`src/rtl/bridge_pkg.sv`:
```
package bridge_pkg;
  localparam int LW     = 32;
  localparam int HW     = LW / 2;
  localparam int BW     = 8;
  localparam int NIB_W  = 4;
  localparam int PASS_W = LW - NIB_W;

  typedef enum logic [2:0] {
    MODE_SPLIT = 3'd0,
    MODE_BYTE  = 3'd1,
    MODE_WORD  = 3'd2,
    MODE_REG   = 3'd3,
    MODE_BAD   = 3'd4
  } xfer_mode_e;

  typedef enum logic [1:0] {
    ST_IDLE,
    ST_BUS,
    ST_GAP,
    ST_RESP
  } seq_state_e;

  function automatic logic [1:0] final_phase(xfer_mode_e m);
    case (m)
      MODE_SPLIT: return 2'd1;
      MODE_BYTE:  return 2'd3;
      default:    return 2'd0;
    endcase
  endfunction
endpackage

```
`src/rtl/bridge_decode.sv`:
```
module bridge_decode
  import bridge_pkg::*;
#(
  parameter logic [7:0] REG_WIN = 8'h82
) (
  input  logic [7:0]  addr_top,
  input  logic        lock,
  output xfer_mode_e  mode,
  output logic        word_hi
);
  // addr_top holds local address bits 31:24
  always_comb begin
    if (addr_top == REG_WIN)  mode = MODE_REG;
    else if (addr_top[7])     mode = lock ? MODE_BYTE : MODE_SPLIT;
    else if (addr_top[4])     mode = MODE_WORD;
    else                      mode = MODE_BAD;
  end

  assign word_hi = addr_top[5];
endmodule

```
`src/rtl/bridge_ctrl_regs.sv`:
```
module bridge_ctrl_regs
  import bridge_pkg::*;
#(
  parameter int NW = NIB_W
) (
  input  logic          clk,
  input  logic          rst_n,
  input  logic          wr_en,
  input  logic [1:0]    slot,
  input  logic [NW:0]   wdata,
  output logic [LW-1:0] rdata,
  output logic [NW-1:0] nibble,
  output logic          lock
);
  localparam logic [1:0] SLOT_CLR = 2'd2;
  localparam logic [1:0] SLOT_SET = 2'd3;
  localparam int         LOCK_BIT = NW;

  logic [NW-1:0] nib_q;
  logic          lock_q;

  always_ff @(posedge clk or negedge rst_n) begin
    if (!rst_n) begin
      nib_q  <= '0;
      lock_q <= 1'b0;
    end else if (wr_en) begin
      case (slot)
        SLOT_CLR: begin
          nib_q  <= nib_q & ~wdata[NW-1:0];
          lock_q <= wdata[LOCK_BIT];
        end
        SLOT_SET: nib_q <= nib_q | wdata[NW-1:0];
        default: ;
      endcase
    end
  end

  always_comb begin
    rdata = '0;
    case (slot)
      SLOT_CLR: begin
        rdata[NW-1:0]   = nib_q;
        rdata[LOCK_BIT] = lock_q;
      end
      SLOT_SET: rdata[NW-1:0] = nib_q;
      default: ;
    endcase
  end

  assign nibble = nib_q;
  assign lock   = lock_q;
endmodule

```
`src/rtl/bridge_seq.sv`:
```
module bridge_seq
  import bridge_pkg::*;
(
  input  logic              clk,
  input  logic              rst_n,
  input  logic              req_valid,
  output logic              req_ready,
  input  logic              req_write,
  input  logic [PASS_W-1:0] req_addr_lo,
  input  logic [LW-1:0]     req_wdata,
  input  xfer_mode_e        mode,
  input  logic              word_hi,
  input  logic [LW-1:0]     reg_rdata,
  output logic              reg_wr,
  input  logic [NIB_W-1:0]  nibble,
  output logic              rsp_valid,
  input  logic              rsp_ready,
  output logic [LW-1:0]     rsp_rdata,
  output logic              rsp_err,
  output logic              ext_req,
  output logic              ext_we,
  output logic              ext_byte,
  output logic [LW-1:0]     ext_addr,
  output logic [HW-1:0]     ext_wdata,
  input  logic [HW-1:0]     ext_rdata,
  input  logic              ext_ack,
  input  logic              ext_err
);
  seq_state_e        st_q;
  xfer_mode_e        mode_q;
  logic              we_q;
  logic              hi_q;
  logic [PASS_W-1:0] a_q;
  logic [LW-1:0]     wd_q;
  logic [LW-1:0]     rd_q;
  logic [LW-1:0]     rd_cap;
  logic [1:0]        ph_q;
  logic [1:0]        lane;
  logic [1:0]        addr_lo2;
  logic              err_q;
  logic              accept;

  assign req_ready = (st_q == ST_IDLE);
  assign accept    = req_ready && req_valid;
  assign reg_wr    = accept && (mode == MODE_REG) && req_write;
  assign lane      = 2'd3 - ph_q;

  // merge the current external read data into its lane
  always_comb begin
    rd_cap = rd_q;
    case (mode_q)
      MODE_SPLIT: begin
        if (ph_q[0]) rd_cap[HW-1:0]  = ext_rdata;
        else         rd_cap[LW-1:HW] = ext_rdata;
      end
      MODE_BYTE:  rd_cap[{lane, 3'b000} +: BW] = ext_rdata[BW-1:0];
      MODE_WORD: begin
        if (hi_q) rd_cap[LW-1:HW] = ext_rdata;
        else      rd_cap[HW-1:0]  = ext_rdata;
      end
      default: ;
    endcase
  end

  always_ff @(posedge clk or negedge rst_n) begin
    if (!rst_n) begin
      st_q   <= ST_IDLE;
      mode_q <= MODE_SPLIT;
      we_q   <= 1'b0;
      hi_q   <= 1'b0;
      a_q    <= '0;
      wd_q   <= '0;
      rd_q   <= '0;
      ph_q   <= '0;
      err_q  <= 1'b0;
    end else begin
      case (st_q)
        ST_IDLE: begin
          if (req_valid) begin
            mode_q <= mode;
            we_q   <= req_write;
            hi_q   <= word_hi;
            a_q    <= req_addr_lo;
            wd_q   <= req_wdata;
            ph_q   <= '0;
            err_q  <= 1'b0;
            rd_q   <= '0;
            if (mode == MODE_REG) begin
              rd_q <= req_write ? '0 : reg_rdata;
              st_q <= ST_RESP;
            end else if (mode == MODE_BAD) begin
              err_q <= 1'b1;
              st_q  <= ST_RESP;
            end else begin
              st_q <= ST_BUS;
            end
          end
        end
        ST_BUS: begin
          if (ext_err) begin
            err_q <= 1'b1;
            rd_q  <= '0;
            st_q  <= ST_RESP;
          end else if (ext_ack) begin
            if (!we_q) rd_q <= rd_cap;
            if (ph_q == final_phase(mode_q)) begin
              st_q <= ST_RESP;
            end else begin
              ph_q <= ph_q + 2'd1;
              st_q <= ST_GAP;
            end
          end
        end
        ST_GAP:  st_q <= ST_BUS;
        ST_RESP: if (rsp_ready) st_q <= ST_IDLE;
        default: st_q <= ST_IDLE;
      endcase
    end
  end

  always_comb begin
    case (mode_q)
      MODE_SPLIT: addr_lo2 = {ph_q[0], a_q[0]};
      MODE_BYTE:  addr_lo2 = ph_q;
      default:    addr_lo2 = {~hi_q, a_q[0]};
    endcase
  end

  always_comb begin
    ext_wdata = '0;
    case (mode_q)
      MODE_SPLIT: ext_wdata = ph_q[0] ? wd_q[HW-1:0] : wd_q[LW-1:HW];
      MODE_BYTE:  ext_wdata[BW-1:0] = wd_q[{lane, 3'b000} +: BW];
      default:    ext_wdata = hi_q ? wd_q[LW-1:HW] : wd_q[HW-1:0];
    endcase
  end

  assign ext_req   = (st_q == ST_BUS);
  assign ext_we    = we_q && ext_req;
  assign ext_byte  = (mode_q == MODE_BYTE);
  assign ext_addr  = {nibble, a_q[PASS_W-1:2], addr_lo2};
  assign rsp_valid = (st_q == ST_RESP);
  assign rsp_rdata = rd_q;
  assign rsp_err   = err_q;
endmodule

```
`src/rtl/bus32to16_bridge.sv`:
```
module bus32to16_bridge
  import bridge_pkg::*;
#(
  parameter logic [7:0] REG_WIN = 8'h82
) (
  input  logic          clk,
  input  logic          rst_n,
  input  logic          req_valid,
  output logic          req_ready,
  input  logic          req_write,
  input  logic [31:0]   req_addr,
  input  logic [31:0]   req_wdata,
  output logic          rsp_valid,
  input  logic          rsp_ready,
  output logic [31:0]   rsp_rdata,
  output logic          rsp_err,
  output logic          ext_req,
  output logic          ext_we,
  output logic          ext_byte,
  output logic [31:0]   ext_addr,
  output logic [15:0]   ext_wdata,
  input  logic [15:0]   ext_rdata,
  input  logic          ext_ack,
  input  logic          ext_err
);
  xfer_mode_e       dec_mode;
  logic             dec_hi;
  logic             lock_flag;
  logic [NIB_W-1:0] ext_nib;
  logic [LW-1:0]    reg_rdata;
  logic             reg_wr;

  bridge_decode #(.REG_WIN(REG_WIN)) u_decode (
    .addr_top (req_addr[31:24]),
    .lock     (lock_flag),
    .mode     (dec_mode),
    .word_hi  (dec_hi)
  );

  bridge_ctrl_regs #(.NW(NIB_W)) u_regs (
    .clk    (clk),
    .rst_n  (rst_n),
    .wr_en  (reg_wr),
    .slot   (req_addr[3:2]),
    .wdata  (req_wdata[NIB_W:0]),
    .rdata  (reg_rdata),
    .nibble (ext_nib),
    .lock   (lock_flag)
  );

  bridge_seq u_seq (
    .clk         (clk),
    .rst_n       (rst_n),
    .req_valid   (req_valid),
    .req_ready   (req_ready),
    .req_write   (req_write),
    .req_addr_lo (req_addr[PASS_W-1:0]),
    .req_wdata   (req_wdata),
    .mode        (dec_mode),
    .word_hi     (dec_hi),
    .reg_rdata   (reg_rdata),
    .reg_wr      (reg_wr),
    .nibble      (ext_nib),
    .rsp_valid   (rsp_valid),
    .rsp_ready   (rsp_ready),
    .rsp_rdata   (rsp_rdata),
    .rsp_err     (rsp_err),
    .ext_req     (ext_req),
    .ext_we      (ext_we),
    .ext_byte    (ext_byte),
    .ext_addr    (ext_addr),
    .ext_wdata   (ext_wdata),
    .ext_rdata   (ext_rdata),
    .ext_ack     (ext_ack),
    .ext_err     (ext_err)
  );
endmodule

```
`config.mk`:
```
export PLATFORM = sky130hd
export DESIGN_NAME = bus32to16_bridge
export DESIGN_NICKNAME = d
export VERILOG_FILES = /design/src/rtl/bridge_pkg.sv /design/src/rtl/bridge_decode.sv /design/src/rtl/bridge_ctrl_regs.sv /design/src/rtl/bridge_seq.sv /design/src/rtl/bus32to16_bridge.sv
export SDC_FILE = /design/constraint.sdc
export NUM_CORES = 1
export LEC_CHECK = 0
export ABC_AREA = 1
export BUFFER_PORTS_ARGS = -buffer_cell sky130_fd_sc_hd__buf_2
export CAP_MARGIN = 20
export CORE_ASPECT_RATIO = 1.2
export CORE_MARGIN = 5
export CORE_UTILIZATION = 56
export DETAILED_ROUTE_END_ITERATION = 8
export PLACE_DENSITY = 0.95
export SYNTH_ARGS = -nofsm -noshare
export SYNTH_HDL_FRONTEND = slang
export SYNTH_SLANG_ARGS = --single-unit
export TNS_END_PERCENT = 50
```
`constraint.sdc`:
```
create_clock -name clk -period 4.8 [get_ports clk]
set_clock_uncertainty 0.05 [all_clocks]
set_input_delay 0.72 -clock clk [delete_from_list [all_inputs] [get_ports clk]]
set_output_delay 0.72 -clock clk [all_outputs]
set_load 0.05 [all_outputs]
```
After elaboration in Yosys (flattened, before gate mapping)
Cells that the tools add are included.
W data, S select, Z words.
Storage, ports and cells
  input bits: 87
  output and inout bits: 86
  bits in registers: 107
Operators by class
  bitwise operators: 4
  reductions and logical operators: 17
  mux-type cells: 47
  add/sub/neg operators: 3
  shift-type cells: 3
  equality and inequality tests: 24
Operator list (count)
  $mux W32: 5
  $mux W16: 6
  $pmux W32 S3: 1
  $pmux W32 S2: 1
  $bwmux W32: 1
  $pmux W8 S2: 2
  $shift A8 B7 Y32 const A: 1
  $shiftx A32 B6 Y8: 1
  $shiftx A8 B7 Y32: 1
  $mux W2: 13
  $ne A4 B4 Y1 const B: 4
  $reduce_and A7 Y1: 2
  $pmux W2 S2: 3
  $ne A2 B2 Y1 const B: 5
  $mux W3: 3
  $eq A2 B2 Y1 const B: 4
  $eq A8 B8 Y1 const B: 1
  $pmux W2 S4: 1
  $pmux W4 S2: 1
  $mux W1: 7
  $neg A5 Y7: 1
  $eq A3 B2 Y1 const B: 2
  $ne A3 B3 Y1 const B: 2
  $reduce_and A2 Y1: 3
  other kinds (22): 27

Longest topological paths before layout
  word-level depth: 10
  gate-level depth with buffers: 10
  mapped depth without buffers: 9

Cells and area by module
A second synthesis with hierarchy kept.
Second synthesis, totals
  cells, all modules: 876
  area, all modules: 6398.6 sq um
Modules (own cells, without submodules)
  bridge_seq: seq. area each 2527.4 sq um, cells each 792, times used 1, area an instance 5826.8 sq um
  bridge_ctrl_regs: seq. area each 125.1 sq um, cells each 65, times used 1, area an instance 494.2 sq um
  bridge_decode: seq. area each 0.0 sq um, cells each 19, times used 1, area an instance 77.6 sq um

Worst setup path after synthesis
Ideal clock, no wire load.
  path type: reg2out
  from: register u_seq.mode_q[1]
  to: output port ext_addr[0]
  stages on the path, launching flop included: 5
  path buffers: 1
  arrival: 2032 ps
  slack: 1998 ps
  cell sequence: dfrtp_1 nor2_4 nand2_2 buf_2 o21ai_0
On the way
  cells in the longest elaborated chain, start to end: 2
  elaborated cells on any way between the ends: 3
RTL lines
  start, declared: RTL line bridge_seq.sv:30  | xfer_mode_e mode_q;
  start signal, assigned: RTL line bridge_seq.sv:80  | mode_q <= mode;
  $eq A3 B1 Y1 / $logic_not A3 Y1 (equally long branches): RTL line bridge_seq.sv:122  | case (mode_q)
  $pmux W2 S2 (*): RTL line bridge_seq.sv:122
  end, declared: RTL line bus32to16_bridge.sv:20  | output logic [31:0] ext_addr,
Mark *: on every way between the ends. The rest lies on a longest branch, timed or not.

Worst setup path after layout
  from: register u_seq.ph_q[0]
  to: output port ext_wdata[7]
On the way
  cells in the longest elaborated chain, start to end: 3
  elaborated cells on any way between the ends: 4
RTL lines
  start, declared: RTL line bridge_seq.sv:37  | logic [1:0] ph_q;
  start signal, assigned: RTL line bridge_seq.sv:109  | ph_q <= ph_q + 2'd1;
  $sub A2 B2 Y2: RTL line bridge_seq.sv:46  | assign lane = 2'd3 - ph_q;
  $shiftx A32 B6 Y8: RTL line bridge_seq.sv:133  | MODE_BYTE: ext_wdata[BW-1:0] = wd_q[{lane, 3'b000} +: BW];
  $pmux W8 S2 (*): RTL line bridge_seq.sv:131  | case (mode_q)
  end, declared: RTL line bus32to16_bridge.sv:21  | output logic [15:0] ext_wdata,
Marked as above.

==> impl_table.tex <==
\begin{tabular}{lr}
\hline
Metric & Value \\
\hline
\multicolumn{2}{l}{\textbf{Run status}} \\
Status & complete, no violations \\
\multicolumn{2}{l}{\textbf{Worst hold path}} \\
Kind of path behind the tightest hold check & input port to async pin \\
\multicolumn{2}{l}{\textbf{STA}} \\
Final worst-path cycle share & 75.81\% \\
Minimum clock period after layout & 3.639 ns \\
Final hold viol count & 0 \\
Max-Slew Margin vs Limit & 31.44\% \\
Minimum setup slack in the final design & about 1.2 ns \\
Setup TNS & 0 ns \\
Slew @ Worst Pin & 1.028 ns \\
Slew Limit Fails & 0 \\
Maximum frequency from static timing analysis & around 0.27 GHz \\
Unrepaired setup endpoints after global routing & no \\
Number of failing setup endpoints in the final timing report & 0 \\
\multicolumn{2}{l}{\textbf{GRT}} \\
Largest net degree at the start of global routing & 71 \\
Aggregate global-route resource usage & between 20 and 30\% \\
Initial antenna violation count & 0 \\
Via count of the first global-routing pass & 5480 \\
First-pass GRT wire length & 25320 um \\
Remaining Overflow, GRT & 0 \\
\multicolumn{2}{l}{\textbf{Clocking}} \\
Clock net sink count & 106 \\
Clk slew on worst S/H paths & 0.07 ns \\
Number of levels in the clock H-tree & 3 \\
Number of buffers inserted by hold repair at cts & 0 \\
Number of buffers created by CTS & 9 \\
CTS Root Cell & clkbuf\_16 \\
Post-cts gate resize count & 0 \\
Maximum number of buffers from clock root to sink & 2 \\
Clk Latency, worst-skew pair & 0.34 ns \\
Count of buffers added by post-CTS timing repair for setup & 0 \\
TritonCTS clock tree & built \\
\multicolumn{2}{l}{\textbf{Power}} \\
Pwr Density & 815.3 mW/mm\^{}2 \\
Part of the power in the clock network & 13.2\% \\
Total Power & 5557 uW \\
Switching power & 3115 uW \\
Combinational group share of total power & 58.3\% \\
Cell-internal power & 2441 uW \\
Leakage component of the power & 0.003848 uW \\
Share of power burned in registers & 28.5\% \\
Maximum vdd drop & about 0.00057 V \\
Switching Share & 56.07\% \\
\multicolumn{2}{l}{\textbf{Worst setup path}} \\
Critical Setup Path Class & flop to output pin \\
Data required time of the worst path & 4.03 ns \\
Kind of end point of the critical path & output pin \\
FF-to-FF setup slack & 1.88 ns \\
Critical Path Start Type & flop \\
Maximum net fanout on the critical path & 26 \\
Crit path arrival time & 2.87 ns \\
\multicolumn{2}{l}{\textbf{Logic synthesis}} \\
Share of flip-flops with an asynchronous set or reset after synthesis & 100.0\% \\
Top post-synthesis cells by count & nand2\_1, dfrtp\_1, inv\_1, nand3\_1, nor2\_1 \\
Number of library cell types mapped by synthesis & 31 \\
Synth top area share & 45.41\% \\
Gate count of the mapped netlist & between 700 and 800 \\
Top area cells in the synthesized netlist & dfrtp\_1, nand2\_1, nand3\_1, buf\_4, inv\_1 \\
Area of the mapped netlist & 0.005842 mm\^{}2 \\
EDFF count, synth & 0 \\
Biggest area consumer among synthesized cells & dfrtp\_1 \\
Synth warnings & 0 \\
Synthesized netlist net count & 879 \\
Most common cell in the netlist & nand2\_1 \\
Most used flip-flop cell after synthesis & dfrtp\_1 \\
Post-synthesis sequential area ratio & about 45\% \\
Synthesized area divided by synthesized cell count & 7.432 um\^{}2 \\
\#FFs+latches synth & between 100 and 150 \\
\multicolumn{2}{l}{\textbf{Floorplanning}} \\
Floorplan die area & 0.01258 mm\^{}2 \\
Die extent in x & 103.2 um \\
Cell Rows & 40 \\
Vertical die dimension & roughly 120 um \\
IO Count & between 150 and 200 \\
Core region area & around 0.010 mm\^{}2 \\
Initial Utilization & 57.78\% \\
\multicolumn{2}{l}{\textbf{Placement}} \\
Detailed-placement wirelength estimate & around 11000 um \\
Port Buffer Count & 171 \\
Cell count after placement & 1026 \\
Placement-stage cell area & about 0.0065 mm\^{}2 \\
Worst setup timing slack at the placement stage & 1.584 ns \\
Final weighted congestion of routability-driven global placement & about 0.92 \\
\multicolumn{2}{l}{\textbf{Cells and area}} \\
Fraction of final layout cells sized beyond drive strength 1 & 23.14\% \\
Total Nets Final & about 1000 \\
Design Area, Final & 0.006815 mm\^{}2 \\
Final Non-Filler Cells & 1042 \\
Area growth from synthesis to layout & 16.66\% \\
Count of inserted antenna diode cells & 0 \\
\multicolumn{2}{l}{\textbf{Detailed routing}} \\
Router iterations before antenna repair & 5 \\
Iteration-0 DRC count of the detailed router & approximately 290 \\
Remaining antenna violation count after routing & 0 \\
Routed length per placed instance & 14.98 um \\
Via count normalized by instance count & 5.417 \\
Number of vias after detailed routing & between 5000 and 6000 \\
Sum of routed wire length over all layers & 15600 um \\
Total DRC errors in the routed layout & 0 \\
\multicolumn{2}{l}{\textbf{Flow run}} \\
Max Cap Viol & 0 \\
\hline
\end{tabular}
[power groups by stage]
| stage | registers, uW | clock network, uW | logic [uW] |
|---|---|---|---|
| 6_report | 1580 | 734 | 3240 |
| 5_1_grt | 1640 | 782 | 3500 |
| 4_1_cts | 1580 | 744 | 3250 |
| 3_5_place_dp | 1590 | 0 | 3240 |
| 3_3_place_gp | 1580 | 0 | 3160 |
| 2_1_floorplan | 1950 | 0 | 2280 |
[logic make-up after synthesis]
group | synth area share (%)
simple gates | 33.20
buf+inv | 10.32
flops | 45.41
compound gates | 9.788
fa+ha+maj | 1.285
[cell usage in the layout, fill, tap and decap left out, types with 23 or more instances in the layout]
| cell type | count |
|---|---|
| nand4_1 | 26 |
| nor2_1 | 49 |
| nand3_1 | 55 |
| o211ai_1 | 23 |
| nand2_1 | 311 |
| buf_2 | 170 |
| dfrtp_1 | 106 |
| a21oi_1 | 24 |
| o21ai_0 | 32 |
| inv_1 | 54 |
[stage by stage]
step / hold WS, ns / util [%]
2_1_floorplan: 0.3744 / -
3_3_place_gp: 0.4071 / 64.37
3_5_place_dp: 0.4110 / 64.48
4_1_cts: 0.4288 / 67.41
5_1_grt: 0.4491 / 67.41
6_report: 0.4169 / 67.41
[registers in the layout, summed over array words and instances, names as in the netlist, named ones only]
| name | flops |
|---|---|
| u_seq.rsp_rdata | 32 |
| u_seq.wd_q | 32 |
| u_seq.a_q | 27 |
| u_seq.mode_q | 3 |
| u_seq.ph_q | 2 |
| u_seq.st_q | 2 |
| u_regs.lock | 1 |
| u_seq.hi_q | 1 |
| u_seq.rsp_err | 1 |
| u_seq.we_q | 1 |
[worst paths after layout]
kind / endpoint / startpoint / cells after the start
hold reg to reg: u_seq.rsp_rdata[3] / u_seq.rsp_rdata[3] / 2
max in group asynchronous: u_seq.wd_q[2] / rst_n / 2
hold / removal: u_seq.rsp_rdata[29] / rst_n / 1
min in group clk: u_seq.rsp_rdata[3] / u_seq.rsp_rdata[3] / 2
setup / recovery: ext_wdata[7] / u_seq.ph_q[0] / 5
setup reg to reg: u_seq.rsp_rdata[31] / u_seq.ph_q[0] / 9
[final cells by class]
cell class | count | area, um^2
fillers | 876 | 3294
flip-flops and latches | 106 | 2653
multi-input cells | 558 | 2589
repair buffers | 174 | 884.6
clock buffers | 11 | 242.7
inverters | 62 | 235.2
well taps | 126 | 157.7
clock inverters | 5 | 53.80
[layer usage]
metal  up-vias  wire length, um  GRT usage [%]
li1       2753                -              -
met1      2604             6232          31.17
met2       245             7556          42.09
met3        43             1340          6.357
met4         0              475          9.879
met5         -                0              0
[critical path: stages, from the launching register on]
cell	delay (ns)
dfrtp_1	0.85
inv_1	0.60
nand3_1	0.26
o21a_1	0.40
o211ai_1	0.16
buf_2	0.24
Note: power is estimated with default switching activity, not from simulation.
